$ cat src/rtl/evt_gp_timer_pkg.sv
package evt_gp_timer_pkg;

  typedef enum logic [1:0] {
    MODE_STOP = 2'b00,
    MODE_UPDN = 2'b01,
    MODE_UP   = 2'b10,
    MODE_DIRN = 2'b11
  } cnt_mode_e;

  typedef enum logic [1:0] {
    RLD_ZERO     = 2'b00,
    RLD_ZERO_PRD = 2'b01,
    RLD_NOW      = 2'b10,
    RLD_NONE     = 2'b11
  } cmp_rld_e;

  typedef enum logic [1:0] {
    SOC_OFF = 2'b00,
    SOC_UNF = 2'b01,
    SOC_PRD = 2'b10,
    SOC_CMP = 2'b11
  } soc_src_e;

  // control word, bit 6 down to bit 0
  typedef struct packed {
    logic      ext_clk;
    soc_src_e  soc_src;
    cmp_rld_e  rld;
    cnt_mode_e mode;
  } ctrl_t;

  localparam int unsigned CTRL_W = $bits(ctrl_t);
  localparam int unsigned ADDR_W = 3;
  localparam int unsigned NFLAG  = 4;

  localparam logic [ADDR_W-1:0] A_CTRL = 3'd0;
  localparam logic [ADDR_W-1:0] A_PRD  = 3'd1;
  localparam logic [ADDR_W-1:0] A_CMP  = 3'd2;
  localparam logic [ADDR_W-1:0] A_CNT  = 3'd3;
  localparam logic [ADDR_W-1:0] A_CLR  = 3'd4;
  localparam logic [ADDR_W-1:0] A_MASK = 3'd5;

  localparam int unsigned FL_OVF = 0;
  localparam int unsigned FL_UNF = 1;
  localparam int unsigned FL_CMP = 2;
  localparam int unsigned FL_PRD = 3;

endpackage

$ cat src/rtl/evt_tick_gen.sv
module evt_tick_gen #(
  parameter int unsigned STAGES = 2
) (
  input  logic clk_i,
  input  logic rst_i,
  input  logic sel_ext_i,
  input  logic ext_i,
  output logic tick_o
);
  localparam int unsigned SH_W = STAGES + 1;

  logic [SH_W-1:0] sh_q;
  logic            ext_rise;

  always_ff @(posedge clk_i) begin
    if (rst_i) sh_q <= '0;
    else       sh_q <= {sh_q[SH_W-2:0], ext_i};
  end

  // synchronized level is sh_q[STAGES-1]; sh_q[STAGES] is its delayed copy
  assign ext_rise = sh_q[STAGES-1] & ~sh_q[STAGES];
  assign tick_o   = sel_ext_i ? ext_rise : 1'b1;

endmodule

$ cat src/rtl/evt_shadow_regs.sv
module evt_shadow_regs
  import evt_gp_timer_pkg::*;
#(
  parameter int unsigned W = 16
) (
  input  logic         clk_i,
  input  logic         rst_i,
  input  logic         wr_prd_i,
  input  logic         wr_cmp_i,
  input  logic [W-1:0] wdata_i,
  input  cmp_rld_e     rld_i,
  input  logic [W-1:0] cnt_i,
  output logic [W-1:0] prd_o,
  output logic [W-1:0] cmp_o
);
  logic [W-1:0] prd_sh_q, cmp_sh_q, prd_q, cmp_q;
  logic         at_zero, at_prd;

  assign at_zero = (cnt_i == '0);
  assign at_prd  = (cnt_i == prd_q);

  function automatic logic cmp_load(input cmp_rld_e r, input logic z, input logic p);
    case (r)
      RLD_ZERO:     cmp_load = z;
      RLD_ZERO_PRD: cmp_load = z | p;
      RLD_NOW:      cmp_load = 1'b1;
      default:      cmp_load = 1'b0;
    endcase
  endfunction

  always_ff @(posedge clk_i) begin
    if (rst_i) begin
      prd_sh_q <= '0;
      cmp_sh_q <= '0;
      prd_q    <= '0;
      cmp_q    <= '0;
    end else begin
      if (wr_prd_i) prd_sh_q <= wdata_i;
      if (wr_cmp_i) cmp_sh_q <= wdata_i;
      if (at_zero)  prd_q    <= prd_sh_q;
      if (rld_i == RLD_NOW && wr_cmp_i) cmp_q <= wdata_i;
      else if (cmp_load(rld_i, at_zero, at_prd)) cmp_q <= cmp_sh_q;
    end
  end

  assign prd_o = prd_q;
  assign cmp_o = cmp_q;

endmodule

$ cat src/rtl/evt_count_core.sv
module evt_count_core
  import evt_gp_timer_pkg::*;
#(
  parameter int unsigned W        = 16,
  parameter int unsigned PIN_SYNC = 2
) (
  input  logic         clk_i,
  input  logic         rst_i,
  input  cnt_mode_e    mode_i,
  input  logic         tick_i,
  input  logic [W-1:0] prd_i,
  input  logic         dir_pin_i,
  input  logic         cnt_wr_i,
  input  logic [W-1:0] wdata_i,
  output logic [W-1:0] cnt_o,
  output logic         up_o,
  output logic         fresh_o,
  output logic         wrap_o
);
  localparam logic [W-1:0] ONE = W'(1);

  typedef struct packed {
    logic [W-1:0] cnt;
    logic         up;
    logic         wrap;
  } step_t;

  logic [W-1:0]        cnt_q;
  logic                up_q, fresh_q;
  logic [PIN_SYNC-1:0] pin_sh_q;
  logic                pin_s;
  logic                step_en;
  step_t               nx;

  assign pin_s = pin_sh_q[PIN_SYNC-1];

  function automatic step_t next_step(input cnt_mode_e m, input logic [W-1:0] c,
                                      input logic [W-1:0] p, input logic up,
                                      input logic pin);
    step_t s;
    s.cnt  = c;
    s.up   = up;
    s.wrap = 1'b0;
    case (m)
      MODE_UP: begin
        s.up = 1'b1;
        if (c >= p) begin s.cnt = '0; s.wrap = 1'b1; end
        else s.cnt = c + ONE;
      end
      MODE_UPDN: begin
        if (p == '0) begin
          s.cnt = '0;
        end else if (up) begin
          if (c >= p) begin s.up = 1'b0; s.cnt = c - ONE; s.wrap = 1'b1; end
          else s.cnt = c + ONE;
        end else begin
          if (c == '0) begin s.up = 1'b1; s.cnt = c + ONE; s.wrap = 1'b1; end
          else s.cnt = c - ONE;
        end
      end
      MODE_DIRN: begin
        if (up) begin
          if (c >= p) begin s.cnt = '0; s.wrap = 1'b1; s.up = pin; end
          else s.cnt = c + ONE;
        end else begin
          if (c == '0) begin s.cnt = p; s.wrap = 1'b1; s.up = pin; end
          else s.cnt = c - ONE;
        end
      end
      default: ;
    endcase
    return s;
  endfunction

  assign nx      = next_step(mode_i, cnt_q, prd_i, up_q, pin_s);
  assign step_en = tick_i && (mode_i != MODE_STOP) && !cnt_wr_i;

  generate
    if (PIN_SYNC == 1) begin : g_sync1
      always_ff @(posedge clk_i) begin
        if (rst_i) pin_sh_q <= '0;
        else       pin_sh_q <= dir_pin_i;
      end
    end else begin : g_syncn
      always_ff @(posedge clk_i) begin
        if (rst_i) pin_sh_q <= '0;
        else       pin_sh_q <= {pin_sh_q[PIN_SYNC-2:0], dir_pin_i};
      end
    end
  endgenerate

  always_ff @(posedge clk_i) begin
    if (rst_i) begin
      cnt_q   <= '0;
      up_q    <= 1'b1;
      fresh_q <= 1'b0;
    end else begin
      fresh_q <= step_en;
      if (cnt_wr_i) begin
        cnt_q <= wdata_i;
      end else if (step_en) begin
        cnt_q <= nx.cnt;
        up_q  <= nx.up;
      end
    end
  end

  assign cnt_o   = cnt_q;
  assign up_o    = up_q;
  assign fresh_o = fresh_q;
  assign wrap_o  = step_en && nx.wrap;

endmodule

$ cat src/rtl/evt_flag_unit.sv
module evt_flag_unit
  import evt_gp_timer_pkg::*;
#(
  parameter int unsigned W = 16
) (
  input  logic             clk_i,
  input  logic             rst_i,
  input  logic [W-1:0]     cnt_i,
  input  logic             fresh_i,
  input  logic [W-1:0]     prd_i,
  input  logic [W-1:0]     cmp_i,
  input  soc_src_e         soc_src_i,
  input  logic             clr_wr_i,
  input  logic [NFLAG-1:0] clr_bits_i,
  input  logic [NFLAG-1:0] mask_i,
  output logic [NFLAG-1:0] ev_o,
  output logic [NFLAG-1:0] flags_o,
  output logic             irq_o,
  output logic             soc_o
);
  logic [NFLAG-1:0] flags_q, clr_mask;
  logic             soc_q, soc_pick;

  assign ev_o[FL_OVF] = fresh_i && (cnt_i == '1);
  assign ev_o[FL_UNF] = fresh_i && (cnt_i == '0);
  assign ev_o[FL_CMP] = fresh_i && (cnt_i == cmp_i);
  assign ev_o[FL_PRD] = fresh_i && (cnt_i == prd_i);

  assign clr_mask = clr_wr_i ? clr_bits_i : '0;

  always_comb begin
    case (soc_src_i)
      SOC_UNF: soc_pick = ev_o[FL_UNF];
      SOC_PRD: soc_pick = ev_o[FL_PRD];
      SOC_CMP: soc_pick = ev_o[FL_CMP];
      default: soc_pick = 1'b0;
    endcase
  end

  always_ff @(posedge clk_i) begin
    if (rst_i) begin
      flags_q <= '0;
      soc_q   <= 1'b0;
    end else begin
      flags_q <= (flags_q & ~clr_mask) | ev_o;
      soc_q   <= soc_pick;
    end
  end

  assign flags_o = flags_q;
  assign irq_o   = |(flags_q & mask_i);
  assign soc_o   = soc_q;

endmodule

$ cat src/rtl/evt_gp_timer.sv
module evt_gp_timer
  import evt_gp_timer_pkg::*;
#(
  parameter int unsigned W        = 16,
  parameter int unsigned EXT_SYNC = 2,
  parameter int unsigned PIN_SYNC = 2
) (
  input  logic              clk_i,
  input  logic              rst_i,
  input  logic              wr_en_i,
  input  logic [ADDR_W-1:0] wr_addr_i,
  input  logic [W-1:0]      wr_data_i,
  input  logic              clk_ext_i,
  input  logic              dir_pin_i,
  output logic [W-1:0]      cnt_o,
  output logic [W-1:0]      prd_o,
  output logic [W-1:0]      cmp_o,
  output logic              dir_o,
  output logic              cmp_out_o,
  output logic [NFLAG-1:0]  flags_o,
  output logic              irq_o,
  output logic              soc_o
);
  ctrl_t            ctrl_q;
  logic [NFLAG-1:0] mask_q;
  cnt_mode_e        mode_w;
  logic             ctrl_wr_w, prd_wr_w, cmp_wr_w, cnt_wr_w, clr_wr_w, mask_wr_w;
  logic             tick_w, fresh_w, wrap_w;
  logic [NFLAG-1:0] ev_w;

  assign ctrl_wr_w = wr_en_i && (wr_addr_i == A_CTRL);
  assign prd_wr_w  = wr_en_i && (wr_addr_i == A_PRD);
  assign cmp_wr_w  = wr_en_i && (wr_addr_i == A_CMP);
  assign cnt_wr_w  = wr_en_i && (wr_addr_i == A_CNT);
  assign clr_wr_w  = wr_en_i && (wr_addr_i == A_CLR);
  assign mask_wr_w = wr_en_i && (wr_addr_i == A_MASK);
  assign mode_w    = ctrl_q.mode;

  always_ff @(posedge clk_i) begin
    if (rst_i) begin
      ctrl_q <= '0;
      mask_q <= '0;
    end else begin
      if (ctrl_wr_w) ctrl_q <= ctrl_t'(wr_data_i[CTRL_W-1:0]);
      if (mask_wr_w) mask_q <= wr_data_i[NFLAG-1:0];
    end
  end

  evt_tick_gen #(.STAGES(EXT_SYNC)) tick_i (
    .clk_i     (clk_i),
    .rst_i     (rst_i),
    .sel_ext_i (ctrl_q.ext_clk),
    .ext_i     (clk_ext_i),
    .tick_o    (tick_w)
  );

  evt_shadow_regs #(.W(W)) shadow_i (
    .clk_i    (clk_i),
    .rst_i    (rst_i),
    .wr_prd_i (prd_wr_w),
    .wr_cmp_i (cmp_wr_w),
    .wdata_i  (wr_data_i),
    .rld_i    (ctrl_q.rld),
    .cnt_i    (cnt_o),
    .prd_o    (prd_o),
    .cmp_o    (cmp_o)
  );

  evt_count_core #(.W(W), .PIN_SYNC(PIN_SYNC)) core_i (
    .clk_i     (clk_i),
    .rst_i     (rst_i),
    .mode_i    (mode_w),
    .tick_i    (tick_w),
    .prd_i     (prd_o),
    .dir_pin_i (dir_pin_i),
    .cnt_wr_i  (cnt_wr_w),
    .wdata_i   (wr_data_i),
    .cnt_o     (cnt_o),
    .up_o      (dir_o),
    .fresh_o   (fresh_w),
    .wrap_o    (wrap_w)
  );

  evt_flag_unit #(.W(W)) flag_i (
    .clk_i      (clk_i),
    .rst_i      (rst_i),
    .cnt_i      (cnt_o),
    .fresh_i    (fresh_w),
    .prd_i      (prd_o),
    .cmp_i      (cmp_o),
    .soc_src_i  (ctrl_q.soc_src),
    .clr_wr_i   (clr_wr_w),
    .clr_bits_i (wr_data_i[NFLAG-1:0]),
    .mask_i     (mask_q),
    .ev_o       (ev_w),
    .flags_o    (flags_o),
    .irq_o      (irq_o),
    .soc_o      (soc_o)
  );

  assign cmp_out_o = (cnt_o >= cmp_o);

endmodule

$ cat config.mk
export PLATFORM = sky130hd
export DESIGN_NAME = evt_gp_timer
export DESIGN_NICKNAME = d
export VERILOG_FILES = /design/src/rtl/evt_gp_timer_pkg.sv /design/src/rtl/evt_tick_gen.sv /design/src/rtl/evt_shadow_regs.sv /design/src/rtl/evt_count_core.sv /design/src/rtl/evt_flag_unit.sv /design/src/rtl/evt_gp_timer.sv
export SDC_FILE = /design/constraint.sdc
export NUM_CORES = 1
export LEC_CHECK = 0
export CAP_MARGIN = 40
export CORE_MARGIN = 1
export CORE_UTILIZATION = 50
export DETAILED_ROUTE_END_ITERATION = 10
export DONT_BUFFER_PORTS = 1
export GPL_TIMING_DRIVEN = 0
export HOLD_SLACK_MARGIN = 0.15
export PLACE_DENSITY = 0.62
export SLEW_MARGIN = 20
export SYNTH_ARGS = -nofsm -noshare
export SYNTH_HDL_FRONTEND = slang
export SYNTH_SLANG_ARGS = --single-unit
export TNS_END_PERCENT = 20
$ cat constraint.sdc
create_clock -name clk_i -period 3.3 [get_ports clk_i]
set_input_delay 0.33 -clock clk_i [delete_from_list [all_inputs] [get_ports clk_i]]
set_output_delay 0.33 -clock clk_i [all_outputs]
set_load 0.05 [all_outputs]
==> run_results.csv <==
group,metric,value,unit
worst_setup_path,cp.required,3.55,ns
die,io_pins,80,
synth,synth_top_family_by_area,"simple AND/OR/NAND/NOR gates",
synth,synth-xor-area-share,2.960,%
die,fp.dieArea,0.01288,mm2
timing,worstMarginPinSlew,0.8790,ns
timing,fin_tns_setup,0,ns
worst_setup_path,cp.buffers_inverters,3,
clock_network,clock-sinks,103,
clock_network,root_buffer,"clkbuf_16",
clock_network,clk_pin_slew,0.07,ns
detailed_routing,vias,6361,
timing,min_period_over_period,97.55,%
synth,ys_async_sr_fraction,0,%
timing,whs,0.1585,ns
synth,postSynthAreaPerCell,7.625,um2
detailed_routing,firstDrtPassIters,5,
detailed_routing,ant_nets,0,
timing,timing.fmax,310.6,MHz
global_routing,grt-ovfl-total,0,
global_routing,grt_pass1_wl,34420,um
pwr,p_leak,2.653,nW
timing,layout_setup_ws,0.08086,ns
global_routing,grt_start_max_net_pins,19,
min_path,hold_class,"input pin to flop",
global_routing,antenna_found_initial,0,
timing,min_period,3.219,ns
synth,synth_commonest_cells,"nand2_1, dfxtp_1, a21oi_1, nor2_1, clkbuf_1",
global_routing,grt_pass1_vias,5991,
synth,yosys.cell_count.top_type,"nand2_1",
synth,synth_nets,878,
synth,yosysTopAreaCellShare,33.18,%
final_layout,design_area,0.007058,mm2
die,die_width,113.5,um
clock_network,cts_buffers,9,
synth,synth_seq_area_share,33.18,%
worst_setup_path,critPathMaxStageDelay,0.50,ns
worst_setup_path,path_delay_family,"compound AO/OA/AOI/OAI gates",
synth,synth_area_leaders,"dfxtp_1, nand2_1, ha_1",
run,cap_violations,0,
synth,syn_area,0.006215,mm2
clock_network,htree_levels,3,
die,initial_utilization,51.52,%
detailed_routing,wl,22880,um
worst_setup_path,crit_path_end_kind,"flop",
final_layout,finish.utilization,58.52,%
synth,ys_ff_latch,103,
synth,synth_cells,815,
synth,synth.area.mux_share,4.349,%
synth,synth-simple-area-share,23.86,%
placed_design,preCtsSetupSlack,-0.6632,ns
synth,yosys.cell_types.count,69,
synth,synth_edf_count,0,
die,coreArea,0.01206,mm2
detailed_routing,wl_per_cell,22.41,um
synth,synth_compound_area_share,21.60,%
clock_network,clock_latency,0.36,ns
timing,maxSlewViolCount,0,
synth,ys_warn_count,0,
detailed_routing,drt_iter0_drc,607,
die,rows,40,
pwr,ir_worst_vdd,0.3128,mV
final_layout,drive_above_1_share,8.441,%
timing,rsz0062_at_grt,"true",
placed_design,place.gp.congestion,0.9314,
placed_design,dp_hpwl,16850,um
timing,slew_headroom,41.40,%
clock_network,cts_buffer_depth,2,
clock_network,cts_tree,"done",
synth,yosys.area.top_type,"dfxtp_1",
placed_design,place_area,0.006470,mm2
outcome,status,"completed",
die,fp.dieH,113.5,um
final_layout,antennaDiodeCount,0,
timing,hold_viol,0,
detailed_routing,routed_via_density,6.230,
worst_setup_path,worstSetupPathType,"flop to flop",
pwr,p_per_area,443.2,mW/mm2
worst_setup_path,crit_slowest_cell,"dfxtp_2",
worst_setup_path,crit_fanout,10,
synth,synthFlopType,"dfxtp_1",
global_routing,grt_use_total,35.88,%
worst_setup_path,path_cells,"buf_2 > inv_1 > ha_1 > and4_1 > o31ai_2 > and3_4 > clkbuf_4 > nand2_1 > a211o_1 > a31oi_1",
worst_setup_path,start_kind,"flop",
final_layout,syn_to_final_growth,13.57,%
final_layout,final_nets,911,
timing,fin_skew,0.01004,ns
final_layout,nFillCells,1166,
worst_setup_path,critical_path_arrival,3.47,ns
detailed_routing,remaining_drc_errors,0,
synth,synth-adder-area-share,7.852,%
placed_design,port-buffer-count,0,
timing,setup_viol,0,
-- cell type report --
cell class	instances	area, um2	area share, %
Clock inverter	6	75.07	1.064
Inverter	41	153.9	2.180
Buffer	57	237.7	3.368
Clock buffer	10	229.0	3.244
Multi-Input combinational cell	613	3834	54.32
Sequential cell	103	2088	29.59
Timing Repair Buffer	23	230.2	3.262
Tap cell	168	210.2	2.978
-- path summary, 6_finish.rpt --
path                                 startpoint                             to  slack [ns]  cells past startpoint
setup reg to reg   core_i.cnt_o[0]$_SDFFE_PP0P_   core_i.cnt_o[0]$_SDFFE_PP0P_        0.08                     10
hold reg to reg   core_i.pin_sh_q[0]$_SDFF_PP0_  core_i.pin_sh_q[1]$_SDFF_PP0_        0.44                      1
hold / removal                     wr_data_i[1]         mask_q[1]$_SDFFE_PP0P_        0.16                      2
setup / recovery   core_i.cnt_o[0]$_SDFFE_PP0P_   core_i.cnt_o[0]$_SDFFE_PP0P_        0.08                     10
-- metal layers --
| metal | up-vias | track usage (%) | share of wire, % |
|---|---|---|---|
| met3 | 41 | 8.077 | 9.4 |
| met2 | 329 | 58.66 | 47 |
| met5 | - | 0 | 0 |
| met4 | 0 | 15.09 | 2.9 |
| li1 | 2961 | - | - |
| met1 | 3030 | 45.53 | 41 |
-- what timing repair did --
| item | CTS | global route |
|---|---|---|
| gates resized for setup | 19 | 22 |
| pin swaps | 0 | 0 |
| hold endpoints to repair | 42 | 0 |
| setup endpoints to repair | 44 | 43 |
| buffers inserted | 0 | 0 |
| hold buffers | 18 | 0 |
-- kinds of logic (layout without fill, tap and decap cells) --
| kind of cell | Yosys count | after routing |
|---|---|---|
| simple gates | 322 | 322 |
| compound gates | 204 | 204 |
| flops | 103 | 103 |
| buf+inv | 99 | 137 |
| fa+ha+maj | 39 | 39 |
| mux | 27 | 27 |
| xor+xnor | 21 | 21 |
-- flip-flops by register name, summed over array words and instances, names as in the netlist --
signal             cells
shadow_i.prd_o        16
mode_w                 2
core_i.up_o            1
flag_i.soc_o           1
tick_i.sh_q            3
flag_i.flags_o         4
core_i.cnt_o          16
core_i.pin_sh_q        2
ctrl_q                 5
shadow_i.cmp_o        16
mask_q                 4
shadow_i.prd_sh_q     16
core_i.fresh_o         1
shadow_i.cmp_sh_q     16
-- cells in the final DEF, fill, tap and decap left out, types with 8 or more instances in the layout --
cell,instances
a211oi_1,24
a21oi_1,81
a22oi_1,14
clkbuf_1,47
clkbuf_16,9
dfxtp_1,82
dfxtp_2,21
dlygate4sd3_1,18
ha_1,39
inv_1,40
mux2i_1,26
nand2_1,140
nand2b_1,8
nand3_1,13
nand4_1,12
nor2_1,68
nor2b_1,11
nor3_1,24
o21ai_0,19
xnor2_1,14
-- per-stage QoR --
step	std cells	power (W)
global placement	983	0.001942
finish	1021	0.003128
CTS	1020	0.003102
detailed placement	987	0.001965
floorplan	815	0.001802
global route	1021	0.003235
-- power breakdown --
part / switching, W / internal [W]
logic: 0.000381 / 0.000190
registers: 0.000142 / 0.00129
clock network: 0.000525 / 0.000605
total: 0.00105 / 0.00208
Power figures use the tool's default switching activity.
